`src/rtl/spiwp_pkg.sv`:
```
`timescale 1ns/1ps
package spiwp_pkg;

    localparam int BYTE_W = 8;
    localparam int BIT_CNT_W = $clog2(BYTE_W);

    localparam logic [7:0] OP_WREN  = 8'h06;
    localparam logic [7:0] OP_WRDI  = 8'h04;
    localparam logic [7:0] OP_RDSR  = 8'h05;
    localparam logic [7:0] OP_WRSR  = 8'h01;
    localparam logic [7:0] OP_WRITE = 8'h02;

    localparam int SR_LOCK_BIT = 7;
    localparam int SR_GUARD_HI = 3;
    localparam int SR_GUARD_LO = 2;

    typedef enum logic [2:0] {
        ST_OPCODE,
        ST_ADDR_HI,
        ST_ADDR_LO,
        ST_DATA,
        ST_SR_DATA,
        ST_SR_HOLD,
        ST_STATUS,
        ST_SKIP
    } cmd_state_e;

    typedef struct packed {
        logic       lock;
        logic [1:0] guard;
        logic       wel;
    } status_t;

    function automatic logic [7:0] status_byte(status_t s);
        logic [7:0] b;
        b = '0;
        b[SR_LOCK_BIT] = s.lock;
        b[SR_GUARD_HI:SR_GUARD_LO] = s.guard;
        b[1] = s.wel;
        return b;
    endfunction

    // top2 holds the two most significant bits of the byte address
    function automatic logic area_locked(logic [1:0] guard, logic [1:0] top2);
        logic hit;
        case (guard)
            2'b00:   hit = 1'b0;
            2'b01:   hit = &top2;
            2'b10:   hit = top2[1];
            default: hit = 1'b1;
        endcase
        return hit;
    endfunction

endpackage

```
`src/rtl/spiwp_shifter.sv`:
```
`timescale 1ns/1ps
module spiwp_shifter
    import spiwp_pkg::*;
(
    input  logic             clk,
    input  logic             rst,
    input  logic             cs_n,
    input  logic             sck,
    input  logic             si,
    input  logic             tx_load,
    input  logic [BYTE_W-1:0] tx_byte,
    output logic             byte_done,
    output logic [BYTE_W-1:0] rx_byte,
    output logic             frame_end,
    output logic             frame_aligned,
    output logic             so
);

    logic                 sck_q;
    logic                 cs_q;
    logic [BYTE_W-2:0]    rx_sr;
    logic [BIT_CNT_W-1:0] bit_cnt;
    logic [BYTE_W-1:0]    tx_sr;
    logic                 sck_rise;
    logic                 sck_fall;

    assign sck_rise      = sck & ~sck_q & ~cs_n;
    assign sck_fall      = ~sck & sck_q & ~cs_n;
    assign byte_done     = sck_rise && (bit_cnt == BIT_CNT_W'(BYTE_W - 1));
    assign rx_byte       = {rx_sr, si};
    assign frame_end     = cs_n & ~cs_q;
    assign frame_aligned = (bit_cnt == '0);
    assign so            = tx_sr[BYTE_W-1];

    always_ff @(posedge clk) begin
        if (rst) begin
            sck_q   <= 1'b0;
            cs_q    <= 1'b1;
            rx_sr   <= '0;
            bit_cnt <= '0;
        end else begin
            sck_q <= sck;
            cs_q  <= cs_n;
            if (cs_n) begin
                bit_cnt <= '0;
            end else if (sck_rise) begin
                rx_sr   <= {rx_sr[BYTE_W-3:0], si};
                bit_cnt <= bit_cnt + 1'b1;
            end
        end
    end

    // The first bit of a loaded byte is presented at once; the falling edge
    // that follows a completed byte must not shift it away.
    always_ff @(posedge clk) begin
        if (rst) begin
            tx_sr <= '0;
        end else if (tx_load) begin
            tx_sr <= tx_byte;
        end else if (sck_fall && (bit_cnt != '0)) begin
            tx_sr <= {tx_sr[BYTE_W-2:0], 1'b0};
        end
    end

endmodule

```
`src/rtl/spiwp_guard.sv`:
```
`timescale 1ns/1ps
module spiwp_guard
    import spiwp_pkg::*;
(
    input  logic              clk,
    input  logic              rst,
    input  logic              wp_n,
    input  logic              set_wel,
    input  logic              clr_wel,
    input  logic              sr_arm,
    input  logic              sr_commit,
    input  logic [BYTE_W-1:0] sr_byte,
    input  logic              frame_end,
    output status_t           st
);

    logic permit_q;
    logic hw_lock_q;

    always_ff @(posedge clk) begin
        if (rst) begin
            permit_q  <= 1'b0;
            hw_lock_q <= 1'b0;
        end else if (sr_arm) begin
            permit_q  <= ~st.lock | wp_n;
            hw_lock_q <= st.lock & ~wp_n;
        end else if (frame_end) begin
            permit_q  <= 1'b0;
            hw_lock_q <= 1'b0;
        end
    end

    always_ff @(posedge clk) begin
        if (rst) begin
            st <= '0;
        end else begin
            if (sr_commit && permit_q) begin
                st.lock  <= sr_byte[SR_LOCK_BIT];
                st.guard <= sr_byte[SR_GUARD_HI:SR_GUARD_LO];
            end
            if (clr_wel) begin
                st.wel <= 1'b0;
            end else if (set_wel) begin
                st.wel <= 1'b1;
            end
        end
    end

    AST_HW_FREEZE: assert property (@(posedge clk) disable iff (rst)
        hw_lock_q |=> ($stable(st.lock) && $stable(st.guard)));

    AST_SR_NEEDS_WEL: assert property (@(posedge clk) disable iff (rst)
        !($stable(st.lock) && $stable(st.guard)) |-> $past(st.wel));

endmodule

```
`src/rtl/spiwp_pager.sv`:
```
`timescale 1ns/1ps
module spiwp_pager
    import spiwp_pkg::*;
#(
    parameter int ADDR_W = 13,
    parameter int PAGE_W = 5
) (
    input  logic              clk,
    input  logic              rst,
    input  logic              load_hi,
    input  logic              load_lo,
    input  logic              step,
    input  logic [BYTE_W-1:0] byte_in,
    output logic [ADDR_W-1:0] addr
);

    localparam int HI_W = ADDR_W - BYTE_W;

    generate
        if (HI_W < BYTE_W) begin : g_drop
            logic unused_hi;
            assign unused_hi = ^byte_in[BYTE_W-1:HI_W];
        end
    endgenerate

    always_ff @(posedge clk) begin
        if (rst) begin
            addr <= '0;
        end else if (load_hi) begin
            addr[ADDR_W-1:BYTE_W] <= byte_in[HI_W-1:0];
        end else if (load_lo) begin
            addr[BYTE_W-1:0] <= byte_in;
        end else if (step) begin
            addr[PAGE_W-1:0] <= addr[PAGE_W-1:0] + 1'b1;
        end
    end

    AST_PAGE_HIGH_FIXED: assert property (@(posedge clk) disable iff (rst)
        step |=> $stable(addr[ADDR_W-1:PAGE_W]));

endmodule

```
`src/rtl/spiwp_front.sv`:
```
`timescale 1ns/1ps
module spiwp_front
    import spiwp_pkg::*;
#(
    parameter int ADDR_W = 13,
    parameter int PAGE_W = 5
) (
    input  logic              clk,
    input  logic              rst,
    input  logic              cs_n,
    input  logic              sck,
    input  logic              si,
    input  logic              wp_n,
    output logic              so,
    output logic              so_en,
    output logic              mem_we,
    output logic [ADDR_W-1:0] mem_addr,
    output logic [BYTE_W-1:0] mem_wdata
);

    cmd_state_e        state, nxt;
    status_t           st;
    logic              byte_done, frame_end, frame_aligned;
    logic [BYTE_W-1:0] rx_byte;
    logic              tx_load;
    logic              set_wel, clr_wel, sr_arm, sr_commit;
    logic              ld_hi, ld_lo, step, we_fire, cap_sr, arm_wr;
    logic              wr_armed_q;
    logic [BYTE_W-1:0] sr_byte_q;
    logic [ADDR_W-1:0] cur_addr;

    spiwp_shifter u_shift (
        .clk(clk), .rst(rst), .cs_n(cs_n), .sck(sck), .si(si),
        .tx_load(tx_load), .tx_byte(status_byte(st)),
        .byte_done(byte_done), .rx_byte(rx_byte),
        .frame_end(frame_end), .frame_aligned(frame_aligned), .so(so)
    );

    spiwp_guard u_guard (
        .clk(clk), .rst(rst), .wp_n(wp_n),
        .set_wel(set_wel), .clr_wel(clr_wel),
        .sr_arm(sr_arm), .sr_commit(sr_commit), .sr_byte(sr_byte_q),
        .frame_end(frame_end), .st(st)
    );

    spiwp_pager #(.ADDR_W(ADDR_W), .PAGE_W(PAGE_W)) u_pager (
        .clk(clk), .rst(rst), .load_hi(ld_hi), .load_lo(ld_lo),
        .step(step), .byte_in(rx_byte), .addr(cur_addr)
    );

    always_comb begin
        nxt       = state;
        set_wel   = 1'b0;
        clr_wel   = 1'b0;
        sr_arm    = 1'b0;
        sr_commit = 1'b0;
        tx_load   = 1'b0;
        ld_hi     = 1'b0;
        ld_lo     = 1'b0;
        step      = 1'b0;
        we_fire   = 1'b0;
        cap_sr    = 1'b0;
        arm_wr    = 1'b0;
        if (frame_end) begin
            nxt = ST_OPCODE;
            if (state == ST_SR_HOLD && frame_aligned) begin
                sr_commit = 1'b1;
                clr_wel   = 1'b1;
            end
            if (wr_armed_q) begin
                clr_wel = 1'b1;
            end
        end else if (byte_done) begin
            case (state)
                ST_OPCODE: begin
                    nxt = ST_SKIP;
                    case (rx_byte)
                        OP_WREN: set_wel = 1'b1;
                        OP_WRDI: clr_wel = 1'b1;
                        OP_RDSR: begin
                            tx_load = 1'b1;
                            nxt     = ST_STATUS;
                        end
                        OP_WRSR: if (st.wel) begin
                            sr_arm = 1'b1;
                            nxt    = ST_SR_DATA;
                        end
                        OP_WRITE: if (st.wel) begin
                            arm_wr = 1'b1;
                            nxt    = ST_ADDR_HI;
                        end
                        default: nxt = ST_SKIP;
                    endcase
                end
                ST_ADDR_HI: begin
                    ld_hi = 1'b1;
                    nxt   = ST_ADDR_LO;
                end
                ST_ADDR_LO: begin
                    ld_lo = 1'b1;
                    nxt   = ST_DATA;
                end
                ST_DATA: begin
                    we_fire = !area_locked(st.guard, cur_addr[ADDR_W-1:ADDR_W-2]);
                    step    = 1'b1;
                end
                ST_SR_DATA: begin
                    cap_sr = 1'b1;
                    nxt    = ST_SR_HOLD;
                end
                ST_STATUS: tx_load = 1'b1;
                default: nxt = state;
            endcase
        end
    end

    always_ff @(posedge clk) begin
        if (rst) begin
            state      <= ST_OPCODE;
            wr_armed_q <= 1'b0;
            sr_byte_q  <= '0;
            mem_we     <= 1'b0;
            mem_addr   <= '0;
            mem_wdata  <= '0;
        end else begin
            state  <= nxt;
            mem_we <= we_fire;
            if (we_fire) begin
                mem_addr  <= cur_addr;
                mem_wdata <= rx_byte;
            end
            if (cap_sr) begin
                sr_byte_q <= rx_byte;
            end
            if (arm_wr) begin
                wr_armed_q <= 1'b1;
            end else if (frame_end) begin
                wr_armed_q <= 1'b0;
            end
        end
    end

    assign so_en = ~cs_n && (state == ST_STATUS);

    AST_WE_NEEDS_WEL: assert property (@(posedge clk) disable iff (rst)
        mem_we |-> st.wel);

    AST_WE_OPEN_AREA: assert property (@(posedge clk) disable iff (rst)
        mem_we |-> !area_locked(st.guard, mem_addr[ADDR_W-1:ADDR_W-2]));

    AST_SO_QUIET_WRITE: assert property (@(posedge clk) disable iff (rst)
        mem_we |-> !so_en);

endmodule

```
`config.mk`:
```
export PLATFORM = sky130hd
export DESIGN_NAME = spiwp_front
export DESIGN_NICKNAME = d
export VERILOG_FILES = /design/src/rtl/spiwp_pkg.sv /design/src/rtl/spiwp_shifter.sv /design/src/rtl/spiwp_guard.sv /design/src/rtl/spiwp_pager.sv /design/src/rtl/spiwp_front.sv
export SDC_FILE = /design/constraint.sdc
export NUM_CORES = 1
export LEC_CHECK = 0
export ABC_AREA = 1
export BUFFER_PORTS_ARGS = -buffer_cell sky130_fd_sc_hd__buf_2
export CAP_MARGIN = 40
export CELL_PAD_IN_SITES_DETAIL_PLACEMENT = 1
export CELL_PAD_IN_SITES_GLOBAL_PLACEMENT = 2
export CORE_ASPECT_RATIO = 0.7
export CORE_MARGIN = 1
export CORE_UTILIZATION = 33
export DETAILED_ROUTE_END_ITERATION = 6
export GPL_ROUTABILITY_DRIVEN = 0
export PLACE_DENSITY = 0.8
export SKIP_LAST_GASP = 1
export SLEW_MARGIN = 20
export SYNTH_ARGS = -nofsm -noshare
export SYNTH_HDL_FRONTEND = slang
export SYNTH_SLANG_ARGS = --single-unit
```
`constraint.sdc`:
```
create_clock -name clk -period 1.85 [get_ports clk]
set_input_delay 0.185 -clock clk [delete_from_list [all_inputs] [get_ports clk]]
set_output_delay 0.185 -clock clk [all_outputs]
set_load 0.02 [all_outputs]
```
==> impl_metrics.yaml, run 1 <==
outcome:
  outcome: "finished, violations left"
  failed_checks: "design-rule violations"
synthesis:
  yosysMostFrequentCell: "dfxtp_1"
  synth.top_cell.area_share: 0.4818
  syn_inst: 354
  synth.area.top_cells: "dfxtp_1 48%, a21oi_1 8.9%, o21ai_0 7.7%, nor2_1 6.6%, nand2_1 5.6%"
  synth_cell_types: 31
  synth_fp_nets: 364
  synth_top_flop_cell: "dfxtp_1"
  ys_seq_area_frac: 0.4818
  synth_edf_count: 0
  synth_area_um2: 2743
  synth_largest_area_cell: "dfxtp_1"
  avgSynthCellArea_um2: 7.748
  synth.top_cells.by_count: "66 x dfxtp_1, 49 x a21oi_1, 48 x nor2_1"
  ys_ff_latch: 66
  async_flop_share: 0
  yosysWarnings: 0
global_route:
  grt-ovfl-total: 0
  grt_pass1_wl_um: 12260
  antenna_found_initial: 0
  grt_max_degree: 49
  first_global_vias: 2421
  grtUsageTotal: 0.1835
power_and_ir_drop:
  p_clk_frac: 0.498
  power.leakage_nw: 1.515
  switchingPower_mw: 0.6750
  switching_share: 0.2129
  ir_drop_uv: 547.2
  power_per_cell_area_nw_per_um2: 957.6
  seq_power_share: 0.456
  p_int_mw: 2.495
  pwr-share-comb: 0.046
setup_path:
  path_delay_family: "simple AND/OR/NAND/NOR gates"
  r2r_slack_ns: 0.19
  rr_endpoint: "u_pager.addr[2]"
  r2r_cells: 9
  crit_end: "u_pager.addr[2]"
  crit_path_max_incr_delay_ns: 0.34
  critPathLaunchType: "flip-flop"
  crit_path_top_delay_cell: "dfxtp_1"
  worstPathArrival_ns: 1.87
  end_kind: "flip-flop"
  cpMostUsedCell: "ha_1"
  worstReg2RegStart: "u_shift.bit_cnt[0]"
  path_class: "reg -> reg"
  path_buf_inv: 2
  required_ns: 2.06
  crit_cells: 9
  crit_chain: "ha_1 -> ha_1 -> inv_1 -> nor2_8 -> nand2_4 -> clkinv_2 -> nand2_1 -> o211ai_1 -> a21oi_1"
  path_max_fanout: 9
  crit_start: "u_shift.bit_cnt[0]"
layout:
  num-fill-cells: 993
  nets: 401
  diodes: 0
  drive_gt1_frac: 0.1633
  final_cells: 493
  syn_to_final_growth_pct: 20.71
detailed_routing:
  ant_nets: 0
  via_per_inst: 4.961
  drtPass1Iterations: 6
  routedWlPerCell_um: 14.80
  vias: 2446
  drtIter0Drc: 130
  drc_errors: 5
  drt_wl_total_um: 7295
sta:
  rsz0062_at_grt: "no"
  finClkSkew_ns: 0.005558
  slew_headroom: 0.7458
  max_freq_ghz: 0.6030
  drv_slew: 0
  period_share: 0.8965
  tightest_slew_ns: 0.3809
  finalCriticalPeriod_ns: 1.659
  setup_tns_ns: 0
  setup_viol: 0
  hold_viol: 0
place:
  hpwl_um: 5151
  numPortBuffers: 29
  dp_cells: 481
floorplan:
  die_h_um: 78.28
  start_util: 0.3440
  io_pins: 30
  dieWidth_um: 111.0
  row_count: 27
  core_um2: 7973
  die_area_um2: 8685
flow_run:
  maxCapViolations: 0
clock_network:
  clockRootBuffer: "clkbuf_16"
  ctsLongestPathBuffers: 2
  cts.clk_slew.worst_paths_ns: 0.05
  cts_resized: 0
  post-cts-setup-buffers: 0
  ctsHoldBuffers: 0
  insertion_delay_ns: 0.33
  htree_levels: 3
  cts_made_buffers: 9
  cts_tree: "yes"
  cts.sinks: 66
worst_hold_path:
  hp-class: "in -> reg"
-- power by group through the flow --
stage	Sequential (mW)	Clock, mW	Combinational, mW
5_1_grt	1.45	1.69	0.161
6_report	1.45	1.58	0.145
2_1_floorplan	1.47	0	0.0839
4_1_cts	1.45	1.62	0.146
3_5_place_dp	1.48	0	0.144
3_3_place_gp	1.48	0	0.141
-- area by class of cell --
class	count	area [um^2]	area share
Timing Repair Buffer	37	230.2	0.06954
Clock inverter	1	30.03	0.009070
Tap cell	101	126.4	0.03817
Clock buffer	11	232.7	0.07029
Sequential cell	66	1321	0.3991
Inverter	36	136.4	0.04119
Multi-Input combinational cell	241	1234	0.3726
-- layout by cell type (no fill, tap or decap), drive strengths merged, types with 2 or more instances in the layout --
master  netlist  routed
xor2          2       2
nor2         52      52
buf           6      37
inv          35      35
nor3          6       6
a21oi        49      49
o211ai        2       2
ha            4       4
dfxtp        66      66
clkbuf        5      11
nand3        23      23
nand4         2       2
o21ai        51      51
nand2        45      45
-- flip-flops by register name, indices dropped and copies added (netlist names) --
name	cells
u_shift.rx_sr	7
u_shift.bit_cnt	3
u_shift.cs_q	1
mem_addr	13
u_shift.tx_sr	7
state	3
u_guard.permit_q	1
u_shift.sck_q	1
wr_armed_q	1
mem_wdata	8
u_guard.st	4
u_pager.addr	13
sr_byte_q	3
mem_we	1
-- logic make-up (layout without fill, tap and decap cells) --
| family | Yosys count | count (layout) | share of synthesized area |
|---|---|---|---|
| buf+inv | 47 | 85 | 0.06843 |
| flops | 66 | 66 | 0.4818 |
| fa+ha+maj | 4 | 4 | 0.01825 |
| compound gates | 104 | 104 | 0.1930 |
| simple gates | 131 | 131 | 0.2322 |
| xor+xnor | 2 | 2 | 0.006388 |
-- metal layers --
metal,part of all wire,wire length (um),GRT usage,vias to the layer above
li1,-,-,-,1251
met1,0.54,3943,0.2519,1151
met2,0.41,3027,0.2698,33
met3,0.030,222,0.04942,11
met4,0.014,101,0.07945,0
met5,0,0,0,-
-- worst min path at each step --
stage | from | to | slack, ns | cells after the start
2_1_floorplan | sck | u_shift.sck_q | 0.29 | 2
3_3_place_gp | u_guard.permit_q | u_guard.permit_q | 0.44 | 2
3_5_place_dp | u_guard.permit_q | u_guard.permit_q | 0.44 | 2
4_1_cts | rst | u_shift.tx_sr[7] | 0.16 | 2
5_1_grt | sck | u_shift.sck_q | 0.18 | 3
6_report | rst | u_shift.tx_sr[7] | 0.17 | 2
-- metrics by stage --
step                utilization  worst slack, ns  total power, mW  instance area [um^2]  hold slack [ns]
finish                   0.4153           0.1915            3.170                  3311           0.1659
global placement         0.3823           0.2994            1.616                  3048           0.4352
detailed placement       0.3823           0.2008            1.619                  3048           0.4422
CTS                      0.4153           0.1603            3.214                  3311           0.1628
floorplan                     -           0.4423            1.557                  2743           0.2920
global route             0.4153         0.005025            3.295                  3311           0.1829
(Power assumes the default switching activity.)
==> inputs of run 2 (changes only) <==
--- a/config.mk
+++ b/config.mk
@@ -13,6 +13,7 @@
 export CORE_ASPECT_RATIO = 0.7
 export CORE_MARGIN = 1
 export CORE_UTILIZATION = 33
+export CTS_BUF_LIST = sky130_fd_sc_hd__clkbuf_16
 export DETAILED_ROUTE_END_ITERATION = 6
 export GPL_ROUTABILITY_DRIVEN = 0
 export PLACE_DENSITY = 0.8
==> run 2 against run 1 <==
  * The flow still finishes with violations (design-rule violations)
  * Design area stayed put
  * Largest cell class unchanged
  * Utilization stayed put
  * Global-route usage is the same
  * Fmax hardly changed
  * Clock skew about the same
  * Die area is the same
  * Cell count unchanged
  * Combinational power barely moved
  * Non-clock buffer count unchanged
==> impl_metrics.yaml, run 2 (synthesized netlist as in run 1, its figures left out) <==
outcome:
  outcome: "finished, violations left"
  failed_checks: "design-rule violations"
clock_network:
  htree_levels: 3
  post-cts-setup-buffers: 0
  cts.clk_slew.worst_paths_ns: 0.05
  cts.sinks: 66
  ctsLongestPathBuffers: 2
  cts_tree: "yes"
  clockRootBuffer: "clkbuf_16"
  cts_made_buffers: 9
  insertion_delay_ns: 0.33
place:
  numPortBuffers: 29
  hpwl_um: 5151
  placed_area_um2: 3048
power_and_ir_drop:
  ir_drop_uv: 547.4
  switching_share: 0.2140
  switchingPower_mw: 0.6762
  p_int_mw: 2.484
  pwr-share-comb: 0.046
  p_clk_frac: 0.496
  power_per_cell_area_nw_per_um2: 954.5
  power.total_mw: 3.160
  power.leakage_nw: 1.523
  seq_power_share: 0.458
sta:
  slew_headroom: 0.7516
  setup_viol: 0
  finClkSkew_ns: 0.005557
  rsz0062_at_grt: "no"
  setup_tns_ns: 0
  max_freq_ghz: 0.6033
  period_share: 0.8959
  finalCriticalPeriod_ns: 1.657
  tightest_slew_ns: 0.3722
  drv_slew: 0
  holdWs_ns: 0.1659
  hold_viol: 0
floorplan:
  io_pins: 30
  row_count: 27
  die_h_um: 78.28
  dieWidth_um: 111.0
  core_um2: 7973
  start_util: 0.3440
  die_area_um2: 8685
setup_path:
  worstReg2RegStart: "u_shift.bit_cnt[0]"
  r2r_cells: 9
  required_ns: 2.06
  worstPathArrival_ns: 1.87
  rr_endpoint: "u_pager.addr[2]"
  path_class: "reg -> reg"
  end_kind: "flip-flop"
  r2r_slack_ns: 0.19
  path_max_fanout: 9
  critPathLaunchType: "flip-flop"
layout:
  final_core_util: 0.4153
  final_cell_mix: "66 x dfxtp_1, 49 x a21oi_1, 48 x nor2_1, 41 x nand2_1, 41 x o21ai_0"
  drive_gt1_frac: 0.1633
  top_regs: "mem_addr: 13 flops, u_pager.addr: 13 flops, mem_wdata: 8 flops"
  fin_area_um2: 3311
  nets: 401
  num-fill-cells: 993
  diodes: 0
  final_common_cell: "dfxtp_1"
  syn_to_final_growth_pct: 20.71
global_route:
  first_global_vias: 2421
  grtUsageTotal: 0.1835
  grt_max_degree: 49
  grt_pass1_wl_um: 12260
  antenna_found_initial: 0
  grt-ovfl-total: 0
flow_run:
  maxCapViolations: 0
worst_hold_path:
  hp-start: "rst"
  hold_path_depth: 2
  min_to: "u_shift.tx_sr[7]"
  hp-class: "in -> reg"
detailed_routing:
  via_per_inst: 4.961
  ant_nets: 0
  vias: 2446
  drc_errors: 5
  drtIter0Drc: 132
  drt_wl_total_um: 7296
  routedWlPerCell_um: 14.80
  drtPass1Iterations: 6
## run 2: changes by cell type in the layout (fill, tap and decap cells not counted), sizes merged
cell and change:
inv +2, clkbuf -2
## run 2: cell type report
type                    count  area (um^2)  share of cell area
flip-flops and latches     66         1321              0.3991
repair buffers             37        230.2             0.06954
well taps                 101        126.4             0.03817
multi-input cells         241         1234              0.3726
clock inverters             3        37.54             0.01134
clock buffers               9        225.2             0.06803
inverters                  36        136.4             0.04119
## run 2: routing by layer
layer / track usage / vias to the layer above / share of wire
met5: 0 / - / 0
met4: 0.07945 / 0 / 0.014
met3: 0.04942 / 11 / 0.032
met2: 0.2698 / 35 / 0.41
met1: 0.2519 / 1149 / 0.54
li1: - / 1251 / -
## run 2: what timing repair did
item | 4_1_cts | 5_1_grt
setup endpoints to repair | 0 | 1
hold endpoints to repair | 0 | 0
hold buffers | 0 | 0
resized for setup | 0 | 1
## run 2: how the worst max path moves through the flow
stage                        from         endpoint  cells after the start  slack (ns)
2_1_floorplan  u_shift.bit_cnt[0]      mem_addr[0]                      8        0.44
3_3_place_gp   u_shift.bit_cnt[0]  u_pager.addr[2]                      9        0.30
3_5_place_dp   u_shift.bit_cnt[0]  u_pager.addr[2]                      9        0.20
4_1_cts        u_shift.bit_cnt[0]  u_pager.addr[0]                      8        0.16
5_1_grt        u_shift.bit_cnt[0]    u_guard.st[3]                      9       0.005
6_report       u_shift.bit_cnt[0]  u_pager.addr[2]                      9        0.19
## run 2: metrics by stage
stage | std cells | worst slack, ns
floorplan | 354 | 0.4423
global route | 493 | 0.004927
global placement | 481 | 0.2994
finish | 493 | 0.1925
CTS | 493 | 0.1601
detailed placement | 481 | 0.2008
## run 2: power groups by stage
stage                     Combinational [mW]  Clock [mW]  Sequential, mW
after global placement                 0.141           0            1.48
final                                  0.145        1.57            1.45
after CTS                              0.146        1.61            1.45
after detailed placement               0.144           0            1.48
after global routing                   0.161        1.68            1.45
after floorplan                       0.0839           0            1.47
## run 2: worst max-delay path, stage by stage, from the launching register on
cell      delay [ns]
dfxtp_1         0.34
ha_1            0.16
ha_1            0.22
inv_1           0.12
nor2_8          0.22
nand2_4         0.11
clkinv_2        0.13
nand2_1         0.07
o211ai_1        0.11
a21oi_1         0.06
